--- src/rtl/smb_ctl_pkg.sv ---
package smb_ctl_pkg;

  typedef enum logic [2:0] {
    PH_IDLE,
    PH_ADDR,
    PH_CMD,
    PH_WCNT,
    PH_WDAT,
    PH_RD,
    PH_HOLD
  } phase_e;

  typedef enum logic [1:0] {
    SL_NONE,
    SL_SACK,
    SL_MACK
  } slot_e;

  localparam int CMD_OFS_W = 5;

endpackage

--- src/rtl/smb_line_cond.sv ---
module smb_line_cond #(
  parameter int SYNC_STAGES = 2
) (
  input  logic clk,
  input  logic rst_n,
  input  logic scl_i,
  input  logic sda_i,
  output logic scl_rise_o,
  output logic scl_fall_o,
  output logic sda_o,
  output logic start_o,
  output logic stop_o
);

  logic [SYNC_STAGES-1:0] scl_sync_q, sda_sync_q;
  logic [SYNC_STAGES-1:0] scl_sync_n, sda_sync_n;
  logic                   scl_d_q, sda_d_q;
  logic                   scl_s, sda_s;

  always_comb begin
    scl_sync_n = {scl_sync_q[SYNC_STAGES-2:0], scl_i};
    sda_sync_n = {sda_sync_q[SYNC_STAGES-2:0], sda_i};
    scl_s      = scl_sync_q[SYNC_STAGES-1];
    sda_s      = sda_sync_q[SYNC_STAGES-1];
  end

  always_ff @(posedge clk or negedge rst_n) begin
    if (!rst_n) begin
      scl_sync_q <= '1;
      sda_sync_q <= '1;
      scl_d_q    <= 1'b1;
      sda_d_q    <= 1'b1;
    end else begin
      scl_sync_q <= scl_sync_n;
      sda_sync_q <= sda_sync_n;
      scl_d_q    <= scl_s;
      sda_d_q    <= sda_s;
    end
  end

  always_comb begin
    sda_o      = sda_s;
    scl_rise_o = scl_s & ~scl_d_q;
    scl_fall_o = ~scl_s & scl_d_q;
    start_o    = scl_s & scl_d_q & sda_d_q & ~sda_s;
    stop_o     = scl_s & scl_d_q & ~sda_d_q & sda_s;
  end

endmodule

--- src/rtl/smb_reg_bank.sv ---
module smb_reg_bank #(
  parameter int                 NREG    = 8,
  parameter int                 IDX_W   = 3,
  parameter int                 PTR_W   = 5,
  parameter logic [NREG*8-1:0]  RST_VAL = '1,
  parameter logic [NREG*8-1:0]  WR_MASK = '1
) (
  input  logic              clk,
  input  logic              rst_n,
  input  logic              wr_en_i,
  input  logic [IDX_W-1:0]  wr_idx_i,
  input  logic [7:0]        wr_data_i,
  input  logic [NREG*8-1:0] hw_i,
  input  logic [PTR_W-1:0]  rd_ptr_i,
  output logic [7:0]        rd_data_o,
  output logic [NREG*8-1:0] regs_o,
  output logic [NREG-1:0]   wr_stb_o
);

  logic [NREG-1:0] stb_n, wr_stb_q;

  for (genvar g = 0; g < NREG; g++) begin : g_byte
    localparam logic [7:0] M = WR_MASK[g*8 +: 8];
    logic [7:0] store_q, store_n;
    logic       hit;

    always_comb begin
      hit      = wr_en_i && (wr_idx_i == IDX_W'(g));
      store_n  = (wr_data_i & M) | (store_q & ~M);
      stb_n[g] = hit;
      regs_o[g*8 +: 8] = (store_q & M) | (hw_i[g*8 +: 8] & ~M);
    end

    always_ff @(posedge clk or negedge rst_n) begin
      if (!rst_n) begin
        store_q <= RST_VAL[g*8 +: 8];
      end else if (hit) begin
        store_q <= store_n;
      end
    end
  end

  always_ff @(posedge clk or negedge rst_n) begin
    if (!rst_n) begin
      wr_stb_q <= '0;
    end else begin
      wr_stb_q <= stb_n;
    end
  end

  always_comb begin
    wr_stb_o  = wr_stb_q;
    rd_data_o = 8'hFF;
    for (int i = 0; i < NREG; i++) begin
      if (rd_ptr_i == PTR_W'(i)) rd_data_o = regs_o[i*8 +: 8];
    end
  end


  stb_onehot_chk: assert property (@(posedge clk) disable iff (!rst_n)
    $onehot0(wr_stb_q));


  stb_pulse_chk: assert property (@(posedge clk) disable iff (!rst_n)
    (wr_stb_q != '0) |=> (wr_stb_q == '0));

endmodule

--- src/rtl/smb_proto_fsm.sv ---
module smb_proto_fsm
  import smb_ctl_pkg::*;
#(
  parameter int         NREG  = 8,
  parameter int         IDX_W = 3,
  parameter int         PTR_W = 5,
  parameter logic [6:0] ADDR7 = 7'h69
) (
  input  logic             clk,
  input  logic             rst_n,
  input  logic             scl_rise_i,
  input  logic             scl_fall_i,
  input  logic             sda_i,
  input  logic             start_i,
  input  logic             stop_i,
  input  logic [7:0]       rd_data_i,
  output logic [PTR_W-1:0] rd_ptr_o,
  output logic             wr_en_o,
  output logic [IDX_W-1:0] wr_idx_o,
  output logic [7:0]       wr_data_o,
  output logic             sda_oe_o
);

  localparam logic [PTR_W-1:0] PTR_MAX = '1;
  localparam logic [7:0]       CNT_VAL = 8'(NREG);

  phase_e           phase_q, phase_n;
  slot_e            slot_q, slot_n;
  logic [3:0]       bit_q, bit_n;
  logic [7:0]       sh_q, sh_n, tx_q, tx_n, left_q, left_n;
  logic             oe_q, oe_n, byteop_q, byteop_n, cmdok_q, cmdok_n;
  logic             sendcnt_q, sendcnt_n, mnack_q, mnack_n;
  logic [PTR_W-1:0] ptr_q, ptr_n, ptr_inc;
  logic             wr_en_q, wr_en_n;
  logic [IDX_W-1:0] wr_idx_q, wr_idx_n;
  logic [7:0]       wr_data_q, wr_data_n;
  logic             rx_phase;
  logic [7:0]       load_byte;

  always_comb begin
    phase_n   = phase_q;
    slot_n    = slot_q;
    bit_n     = bit_q;
    sh_n      = sh_q;
    tx_n      = tx_q;
    left_n    = left_q;
    oe_n      = oe_q;
    byteop_n  = byteop_q;
    cmdok_n   = cmdok_q;
    sendcnt_n = sendcnt_q;
    mnack_n   = mnack_q;
    ptr_n     = ptr_q;
    wr_en_n   = 1'b0;
    wr_idx_n  = wr_idx_q;
    wr_data_n = wr_data_q;
    rx_phase  = phase_q inside {PH_ADDR, PH_CMD, PH_WCNT, PH_WDAT};
    ptr_inc   = (ptr_q == PTR_MAX) ? ptr_q : ptr_q + 1'b1;
    load_byte = sendcnt_q ? CNT_VAL : rd_data_i;

    if (stop_i) begin
      phase_n = PH_IDLE;
      slot_n  = SL_NONE;
      oe_n    = 1'b0;
      cmdok_n = 1'b0;
    end else if (start_i) begin
      phase_n = PH_ADDR;
      slot_n  = SL_NONE;
      oe_n    = 1'b0;
      bit_n   = 4'd0;
    end else if (scl_rise_i) begin
      if (slot_q == SL_MACK) begin
        mnack_n = sda_i;
      end else if (rx_phase && slot_q == SL_NONE) begin
        sh_n  = {sh_q[6:0], sda_i};
        bit_n = bit_q + 4'd1;
      end
    end else if (scl_fall_i) begin
      if (slot_q == SL_SACK) begin
        slot_n = SL_NONE;
        if (phase_q == PH_RD) begin
          oe_n  = ~tx_q[7];
          bit_n = 4'd1;
        end else begin
          oe_n  = 1'b0;
          bit_n = 4'd0;
        end
      end else if (slot_q == SL_MACK) begin
        slot_n = SL_NONE;
        if (mnack_q) begin
          phase_n = PH_HOLD;
          oe_n    = 1'b0;
        end else begin
          tx_n  = load_byte;
          oe_n  = ~load_byte[7];
          bit_n = 4'd1;
          if (sendcnt_q) sendcnt_n = 1'b0;
          else           ptr_n     = ptr_inc;
        end
      end else if (phase_q == PH_RD) begin
        if (bit_q == 4'd8) begin
          oe_n   = 1'b0;
          slot_n = SL_MACK;
        end else begin
          tx_n  = {tx_q[6:0], 1'b0};
          oe_n  = ~tx_q[6];
          bit_n = bit_q + 4'd1;
        end
      end else if (rx_phase && bit_q == 4'd8) begin
        bit_n   = 4'd0;
        oe_n    = 1'b1;
        slot_n  = SL_SACK;
        unique case (phase_q)
          PH_ADDR: begin
            if (sh_q[7:1] != ADDR7 || (sh_q[0] && !cmdok_q)) begin
              phase_n = PH_HOLD;
              oe_n    = 1'b0;
              slot_n  = SL_NONE;
            end else if (sh_q[0]) begin
              phase_n = PH_RD;
              tx_n    = load_byte;
              if (sendcnt_q) sendcnt_n = 1'b0;
              else           ptr_n     = ptr_inc;
            end else begin
              phase_n = PH_CMD;
            end
          end
          PH_CMD: begin
            if (sh_q[6:5] != 2'b00) begin
              phase_n = PH_HOLD;
              oe_n    = 1'b0;
              slot_n  = SL_NONE;
              cmdok_n = 1'b0;
            end else begin
              cmdok_n   = 1'b1;
              byteop_n  = sh_q[7];
              sendcnt_n = ~sh_q[7];
              ptr_n     = sh_q[7] ? PTR_W'(sh_q[4:0]) : '0;
              left_n    = 8'd1;
              phase_n   = sh_q[7] ? PH_WDAT : PH_WCNT;
            end
          end
          PH_WCNT: begin
            left_n  = sh_q;
            phase_n = PH_WDAT;
          end
          default: begin
            if (left_q == 8'd0) begin
              phase_n = PH_HOLD;
              oe_n    = 1'b0;
              slot_n  = SL_NONE;
            end else begin
              left_n = left_q - 8'd1;
              ptr_n  = ptr_inc;
              if (ptr_q < PTR_W'(NREG)) begin
                wr_en_n   = 1'b1;
                wr_idx_n  = ptr_q[IDX_W-1:0];
                wr_data_n = sh_q;
              end
            end
          end
        endcase
      end
    end
  end

  always_ff @(posedge clk or negedge rst_n) begin
    if (!rst_n) begin
      phase_q   <= PH_IDLE;
      slot_q    <= SL_NONE;
      bit_q     <= 4'd0;
      sh_q      <= 8'd0;
      tx_q      <= 8'd0;
      left_q    <= 8'd0;
      oe_q      <= 1'b0;
      byteop_q  <= 1'b0;
      cmdok_q   <= 1'b0;
      sendcnt_q <= 1'b0;
      mnack_q   <= 1'b0;
      ptr_q     <= '0;
      wr_en_q   <= 1'b0;
      wr_idx_q  <= '0;
      wr_data_q <= 8'd0;
    end else begin
      phase_q   <= phase_n;
      slot_q    <= slot_n;
      bit_q     <= bit_n;
      sh_q      <= sh_n;
      tx_q      <= tx_n;
      left_q    <= left_n;
      oe_q      <= oe_n;
      byteop_q  <= byteop_n;
      cmdok_q   <= cmdok_n;
      sendcnt_q <= sendcnt_n;
      mnack_q   <= mnack_n;
      ptr_q     <= ptr_n;
      wr_en_q   <= wr_en_n;
      wr_idx_q  <= wr_idx_n;
      wr_data_q <= wr_data_n;
    end
  end

  always_comb begin
    rd_ptr_o  = ptr_q;
    wr_en_o   = wr_en_q;
    wr_idx_o  = wr_idx_q;
    wr_data_o = wr_data_q;
    sda_oe_o  = oe_q;
  end


  sda_own_chk: assert property (@(posedge clk) disable iff (!rst_n)
    oe_q |-> (slot_q == SL_SACK) || (phase_q == PH_RD && slot_q == SL_NONE));


  wr_acked_chk: assert property (@(posedge clk) disable iff (!rst_n)
    wr_en_q |-> (phase_q == PH_WDAT && slot_q == SL_SACK));


  hold_quiet_chk: assert property (@(posedge clk) disable iff (!rst_n)
    (phase_q == PH_HOLD) |-> (!wr_en_q && !oe_q));


  bit_range_chk: assert property (@(posedge clk) disable iff (!rst_n)
    bit_q <= 4'd8);

endmodule

--- src/rtl/smb_ctl_bank.sv ---
module smb_ctl_bank #(
  parameter int                NREG        = 8,
  parameter logic [6:0]        ADDR7       = 7'h69,
  parameter logic [7:0]        ID_BYTE     = 8'h18,
  parameter int                SYNC_STAGES = 2,
  parameter int                STRAP_W     = 4,
  parameter logic [NREG*8-1:0] RST_VAL     = 64'h1800_0003_AFEB_FFFF,
  parameter logic [NREG*8-1:0] WR_MASK     = 64'h00F0_FFFF_FFFF_FFFF
) (
  input  logic               clk,
  input  logic               rst_n,
  input  logic               scl_i,
  input  logic               sda_i,
  input  logic [STRAP_W-1:0] strap_i,
  output logic               sda_oe_o,
  output logic [NREG*8-1:0]  regs_o,
  output logic [NREG-1:0]    wr_stb_o
);

  localparam int IDX_W = $clog2(NREG);
  localparam int PTR_W = smb_ctl_pkg::CMD_OFS_W;

  logic [1:0]        rst_sync_q;
  logic              rst_core_n;
  logic              scl_rise, scl_fall, sda_s, start_det, stop_det;
  logic [PTR_W-1:0]  rd_ptr;
  logic [7:0]        rd_data, wr_data;
  logic              wr_en;
  logic [IDX_W-1:0]  wr_idx;
  logic [NREG*8-1:0] hw_val;

  always_ff @(posedge clk or negedge rst_n) begin
    if (!rst_n) rst_sync_q <= 2'b00;
    else        rst_sync_q <= {rst_sync_q[0], 1'b1};
  end

  always_comb begin
    rst_core_n = rst_sync_q[1];
    hw_val     = '0;
    hw_val[NREG*8-1 -: 8]          = ID_BYTE;
    hw_val[(NREG-2)*8 +: STRAP_W]  = strap_i;
  end

  smb_line_cond #(.SYNC_STAGES(SYNC_STAGES)) u_line (
    .clk       (clk),
    .rst_n     (rst_core_n),
    .scl_i     (scl_i),
    .sda_i     (sda_i),
    .scl_rise_o(scl_rise),
    .scl_fall_o(scl_fall),
    .sda_o     (sda_s),
    .start_o   (start_det),
    .stop_o    (stop_det)
  );

  smb_proto_fsm #(.NREG(NREG), .IDX_W(IDX_W), .PTR_W(PTR_W), .ADDR7(ADDR7)) u_fsm (
    .clk       (clk),
    .rst_n     (rst_core_n),
    .scl_rise_i(scl_rise),
    .scl_fall_i(scl_fall),
    .sda_i     (sda_s),
    .start_i   (start_det),
    .stop_i    (stop_det),
    .rd_data_i (rd_data),
    .rd_ptr_o  (rd_ptr),
    .wr_en_o   (wr_en),
    .wr_idx_o  (wr_idx),
    .wr_data_o (wr_data),
    .sda_oe_o  (sda_oe_o)
  );

  smb_reg_bank #(.NREG(NREG), .IDX_W(IDX_W), .PTR_W(PTR_W),
                 .RST_VAL(RST_VAL), .WR_MASK(WR_MASK)) u_bank (
    .clk      (clk),
    .rst_n    (rst_core_n),
    .wr_en_i  (wr_en),
    .wr_idx_i (wr_idx),
    .wr_data_i(wr_data),
    .hw_i     (hw_val),
    .rd_ptr_i (rd_ptr),
    .rd_data_o(rd_data),
    .regs_o   (regs_o),
    .wr_stb_o (wr_stb_o)
  );

endmodule

--- config.mk ---
export PLATFORM = sky130hd
export DESIGN_NAME = smb_ctl_bank
export DESIGN_NICKNAME = d
export VERILOG_FILES = /design/src/rtl/smb_ctl_pkg.sv /design/src/rtl/smb_line_cond.sv /design/src/rtl/smb_reg_bank.sv /design/src/rtl/smb_proto_fsm.sv /design/src/rtl/smb_ctl_bank.sv
export SDC_FILE = /design/constraint.sdc
export NUM_CORES = 1
export LEC_CHECK = 0
export CORE_MARGIN = 2
export CORE_UTILIZATION = 50
export CTS_CLUSTER_SIZE = 24
export DETAILED_ROUTE_END_ITERATION = 10
export PLACE_DENSITY = 0.73
export SLEW_MARGIN = 10
export SYNTH_ARGS = -nofsm -noshare
export SYNTH_HDL_FRONTEND = slang
export SYNTH_SLANG_ARGS = --single-unit
--- constraint.sdc ---
create_clock -name clk -period 5.8 [get_ports clk]
set_input_delay 1.45 -clock clk [delete_from_list [all_inputs] [get_ports clk]]
set_output_delay 1.45 -clock clk [all_outputs]
set_load 0.01 [all_outputs]
After elaboration in Yosys (flattened, before gate mapping)
Index checks and enable logic that the tools add are counted.
Cells by class
  bitwise operators: 26
  reduce and logical (&&, ||, !) cells: 46
  add/sub/neg operators: 3
  magnitude comparators: 1
  multiplexer cells: 115
  equal/unequal tests: 49
Operator list (number)
  8-bit two-way mux: 19
  5-bit two-way mux: 11
  1-bit two-way mux: 45
  4-bit two-way mux: 11
  3-bit two-way mux: 14
  11-bit AND reduction: 3
  8-bit case mux with 3 select lines: 1
  5-bit by 3-bit equality test with 1-bit output (second input constant): 4
  3-bit equality test (second input constant): 6
  2-bit two-way mux: 9
  3-bit nonzero test: 6
  1-bit inverter: 17
  8-bit by 4-bit OR with 8-bit output: 2
  5-bit case mux with 3 select lines: 1
  7-bit AND reduction: 2
  13-bit AND reduction: 1
  3-bit by 2-bit equality test with 1-bit output (second input constant): 4
  2-bit inequality test (second input constant): 6
  3-bit by 1-bit inequality test with 1-bit output (second input constant): 4
  3-bit inequality test (second input constant): 4
  6-bit by 4-bit inequality test with 1-bit output (second input constant): 2
  12-bit AND reduction: 1
  6-bit nonzero test: 2
  1-bit logical AND: 11
  36 further kinds: 54
Storage, ports and cells
  logic and storage cells: 267
  register bits: 126
  bits of input ports: 8

Logic depth before layout (Yosys ltp)
  word-level depth: 18
  depth in mapped cells: 10
  mapped depth without buffers: 8

By module
Synthesis repeated with hierarchy kept, for this count alone.
Unflattened totals
  cells, all modules: 608
  area total of the unflattened synthesis: 6598.8 um2
Modules (own cells, without submodules)
  smb_proto_fsm: cells an instance 357, seq. area each 1351.3 um2, area each 3288.2 um2, instances 1
  smb_reg_bank: cells an instance 237, seq. area each 1539.0 um2, area each 3062.9 um2, instances 1
  smb_line_cond: cells an instance 10, seq. area each 157.7 um2, area each 190.2 um2, instances 1
  smb_ctl_bank: cells an instance 4, seq. area each 50.0 um2, area each 57.6 um2, instances 1

Worst setup path before layout
No wires, ideal clock.
  path kind: input-to-output
  from: in strap_i[0]
  to: out regs_o[48]
  path buffers: 1
  path slack: 2.781 ns
  required time: 4.350 ns
  stages on the path: 1
  data arrival time: 1.569 ns
  cells stage by stage: buf_4
On the way
  cells in the longest elaborated chain, start to end: 1
Ends and longest elaborated chain
  start: declaration: line smb_ctl_bank.sv:14  | input logic [STRAP_W-1:0] strap_i,
  8-bit by 4-bit OR with 8-bit output: line smb_reg_bank.sv:31  | regs_o[g*8 +: 8] = (store_q & M) | (hw_i[g*8 +: 8] & ~M);
  end: declaration: line smb_ctl_bank.sv:16  | output logic [NREG*8-1:0] regs_o,
No other way between the ends.

Worst setup path in the final report
Same ends and word-level chain as after synthesis.

==> results.toml <==
[floorplanning]
die_w_um = 117.8
start_util = 0.5134
die_y_um = 117.8
die_area_mm2 = 0.01388
pin_count = 81
row_count = 41
coreArea_mm2 = 0.01262

[final_layout]
final_area_mm2 = 0.007876
fin_cells = 896
layout_common_cells = "100 x nand2_1, 85 x dfrtp_1, 72 x clkdlybuf4s50_1"
post-route-util = 0.6241
final_common_cell = "nand2_1"
final_nets = 731
drive_gt1_frac = 0.2127
fill_cells = 1028
num_antenna_cells = 0
syn2layout_area_growth_pct = 21.57

[sta]
setup_viol = 0
worst_slack_ns = 1.821
hold_viol_final = 0
fin_tns_setup_ns = 0
max_freq_mhz = 251.3
period_share = 0.6861
drv_slew = 0
maxSlewHeadroom = 0.3664
tightest_slew_ns = 0.9504
finalClockSkew_ns = 0.01041
hold_ws_ns = 0.3512
fin_crit_ns = 3.979
grt_setup_unrepaired = "false"

[global_route]
overflow = 0
grt_pass1_wl_mm = 28.18
grt_pass1_vias = 5184
antenna_found_initial = 0
grt_max_degree = 62
track_usage = 0.2567

[placement]
dp_worst_setup_slack_ns = 1.818
place_area_mm2 = 0.007223
portBuffers = 72
gp_congestion = 0.9209
dp_hpwl_mm = 11.76
dpl.cell_count = 864

[logic_synthesis]
synth_area_mm2 = 0.006479
yosysUniqueCellTypes = 81
synth_top_flop_cell = "dfrtp_1"
syn-instance-count = 658
syn_area_per_cell_um2 = 9.846
async_flop_share = 1.000
synth-seq-cells = 122
yosysWarningCount = 0
seq_area_frac_synth = 0.4782
synth-edff-count = 0

[setup_path]
r2r_end = "u_fsm.bit_q[3]"
slowest_stage = "clkdlybuf4s50_1"
required_ns = 4.35
critPathTopFamily = "buffers and inverters"
crit_path_cell_trace = "clkdlybuf4s50_1 > clkdlybuf4s50_1"
end_kind = "output port"
worst-path-buf-inv = 2
crit_fanout = 2
critPathMaxStageDelay_ns = 0.56
critPathLaunchType = "primary input"
arrival_ns = 2.53
r2r_slack_ns = 2.86
regToRegStartpoint = "u_fsm.slot_q[0]"
rr_worst_depth = 8
path_class = "in -> out"
cpMostUsedCell = "clkdlybuf4s50_1"

[power]
ir_drop_v = 0.0001872
p_leak_nw = 3.374
pwr_density_cell_mw_per_mm2 = 279.1
p_total_mw = 2.198

[min_path]
min_to = "rst_sync_q[1]"
hold_class = "reg -> reg"
holdPathStages = 0
min_from = "rst_sync_q[0]"

[cts]
cts-resized-gates = 0
clockRootBuffer = "clkbuf_16"
clk_pin_slew_worst_paths_ns = 0.05
postCtsSetupBuffers = 0
numCtsBuffers = 17
clockBufferDepth = 2
cts_tree = "done"
hold_buffers = 0
cts_max_level = 4
clock-sinks = 122
clk_latency_ns = 0.43

[drt]
drc_errors = 0
first_pass_iters = 5
dr.first_iter.drc_count = 489
routed_wl_mm = 17.24
routed_via_density = 5.907
ant_nets = 0
vias = 5293
wl_per_cell_um = 19.24

[outcome]
status = "completed"

[job]
drv_cap = 0
-- layout make-up --
type | instances | area, um2 | area share
Clock buffer | 22 | 528.0 | 0.06704
Clock inverter | 10 | 122.6 | 0.01557
Inverter | 24 | 90.09 | 0.01144
Multi-Input combinational cell | 470 | 3068 | 0.3895
Sequential cell | 122 | 3102 | 0.3938
Tap cell | 172 | 215.2 | 0.02732
Timing Repair Buffer | 76 | 750.7 | 0.09531
-- flip-flops by register name, indices dropped and copies added, names as in the netlist, 3 cells and up --
| signal | flops |
|---|---|
| u_fsm.wr_idx_o | 3 |
| u_fsm.wr_data_o | 8 |
| u_fsm.phase_q | 3 |
| u_bank.wr_stb_o | 8 |
| u_fsm.rd_ptr_o | 5 |
| u_bank.g_byte.store_q | 52 |
| u_fsm.left_q | 8 |
| u_fsm.bit_q | 4 |
| u_fsm.sh_q | 8 |
| u_fsm.tx_q | 8 |
-- cells by family (layout without fill, tap and decap cells) --
logic type	Yosys count	count (layout)	share of synthesized area
AO/OA/AOI/OAI	157	157	0.1657
XOR/XNOR	3	3	0.004056
adder cells (fa/ha/maj)	12	12	0.02317
buffers and inverters	73	132	0.05369
flip-flops	122	122	0.4782
multiplexers	55	55	0.09540
other	2	9	0.001159
AND/OR/NAND/NOR	234	234	0.1786
-- cells in the mapped netlist (11+ instances only) --
cell | instances | share of area
nand2_1 | 100 | 0.058
ha_1 | 12 | 0.023
buf_4 | 14 | 0.016
a31oi_1 | 18 | 0.017
dfrtp_1 | 86 | 0.33
a21oi_1 | 27 | 0.021
dfstp_2 | 36 | 0.15
nor3_1 | 11 | 0.0085
o21ai_0 | 41 | 0.032
nor2_1 | 43 | 0.025
clkbuf_1 | 22 | 0.013
mux2_2 | 54 | 0.094
nand2b_1 | 17 | 0.016
inv_1 | 24 | 0.014
-- layer usage --
metal / vias up / global-route usage / wire (um)
li1: 2439 / - / -
met1: 2642 / 0.3450 / 7503
met2: 183 / 0.4117 / 8377
met3: 29 / 0.05717 / 1038
met4: 0 / 0.08810 / 317
met5: - / 0 / 0
-- power breakdown --
part,leakage (nW),switching (mW),total (mW),internal [mW]
Combinational,1.51,0.0572,0.105,0.0477
Clock,0.319,0.408,1.14,0.736
Sequential,1.55,0.0691,0.949,0.879
-- worst reg2reg max path, cell delays in order (launching register included) --
cell       delay, ns
dfrtp_1         0.38
inv_1           0.09
ha_1            0.45
nand2b_1        0.25
nand4bb_1       0.58
nand3_1         0.31
o21ai_2         0.14
or4_1           0.53
o211ai_1        0.12
-- worst max-delay path by stage --
stage                        startpoint                           to  slack [ns]  depth (start not counted)
after floorplan           rst_sync_q[1]  u_bank.g_byte[2].store_q[2]        2.21                          0
after global placement       strap_i[0]                   regs_o[48]        1.81                          2
after detailed placement     strap_i[0]                   regs_o[48]        1.82                          2
after CTS                    strap_i[0]                   regs_o[48]        1.82                          2
after global routing         strap_i[2]                   regs_o[50]        1.79                          2
final                        strap_i[0]                   regs_o[48]        1.82                          2
(Power assumes the default switching activity.)
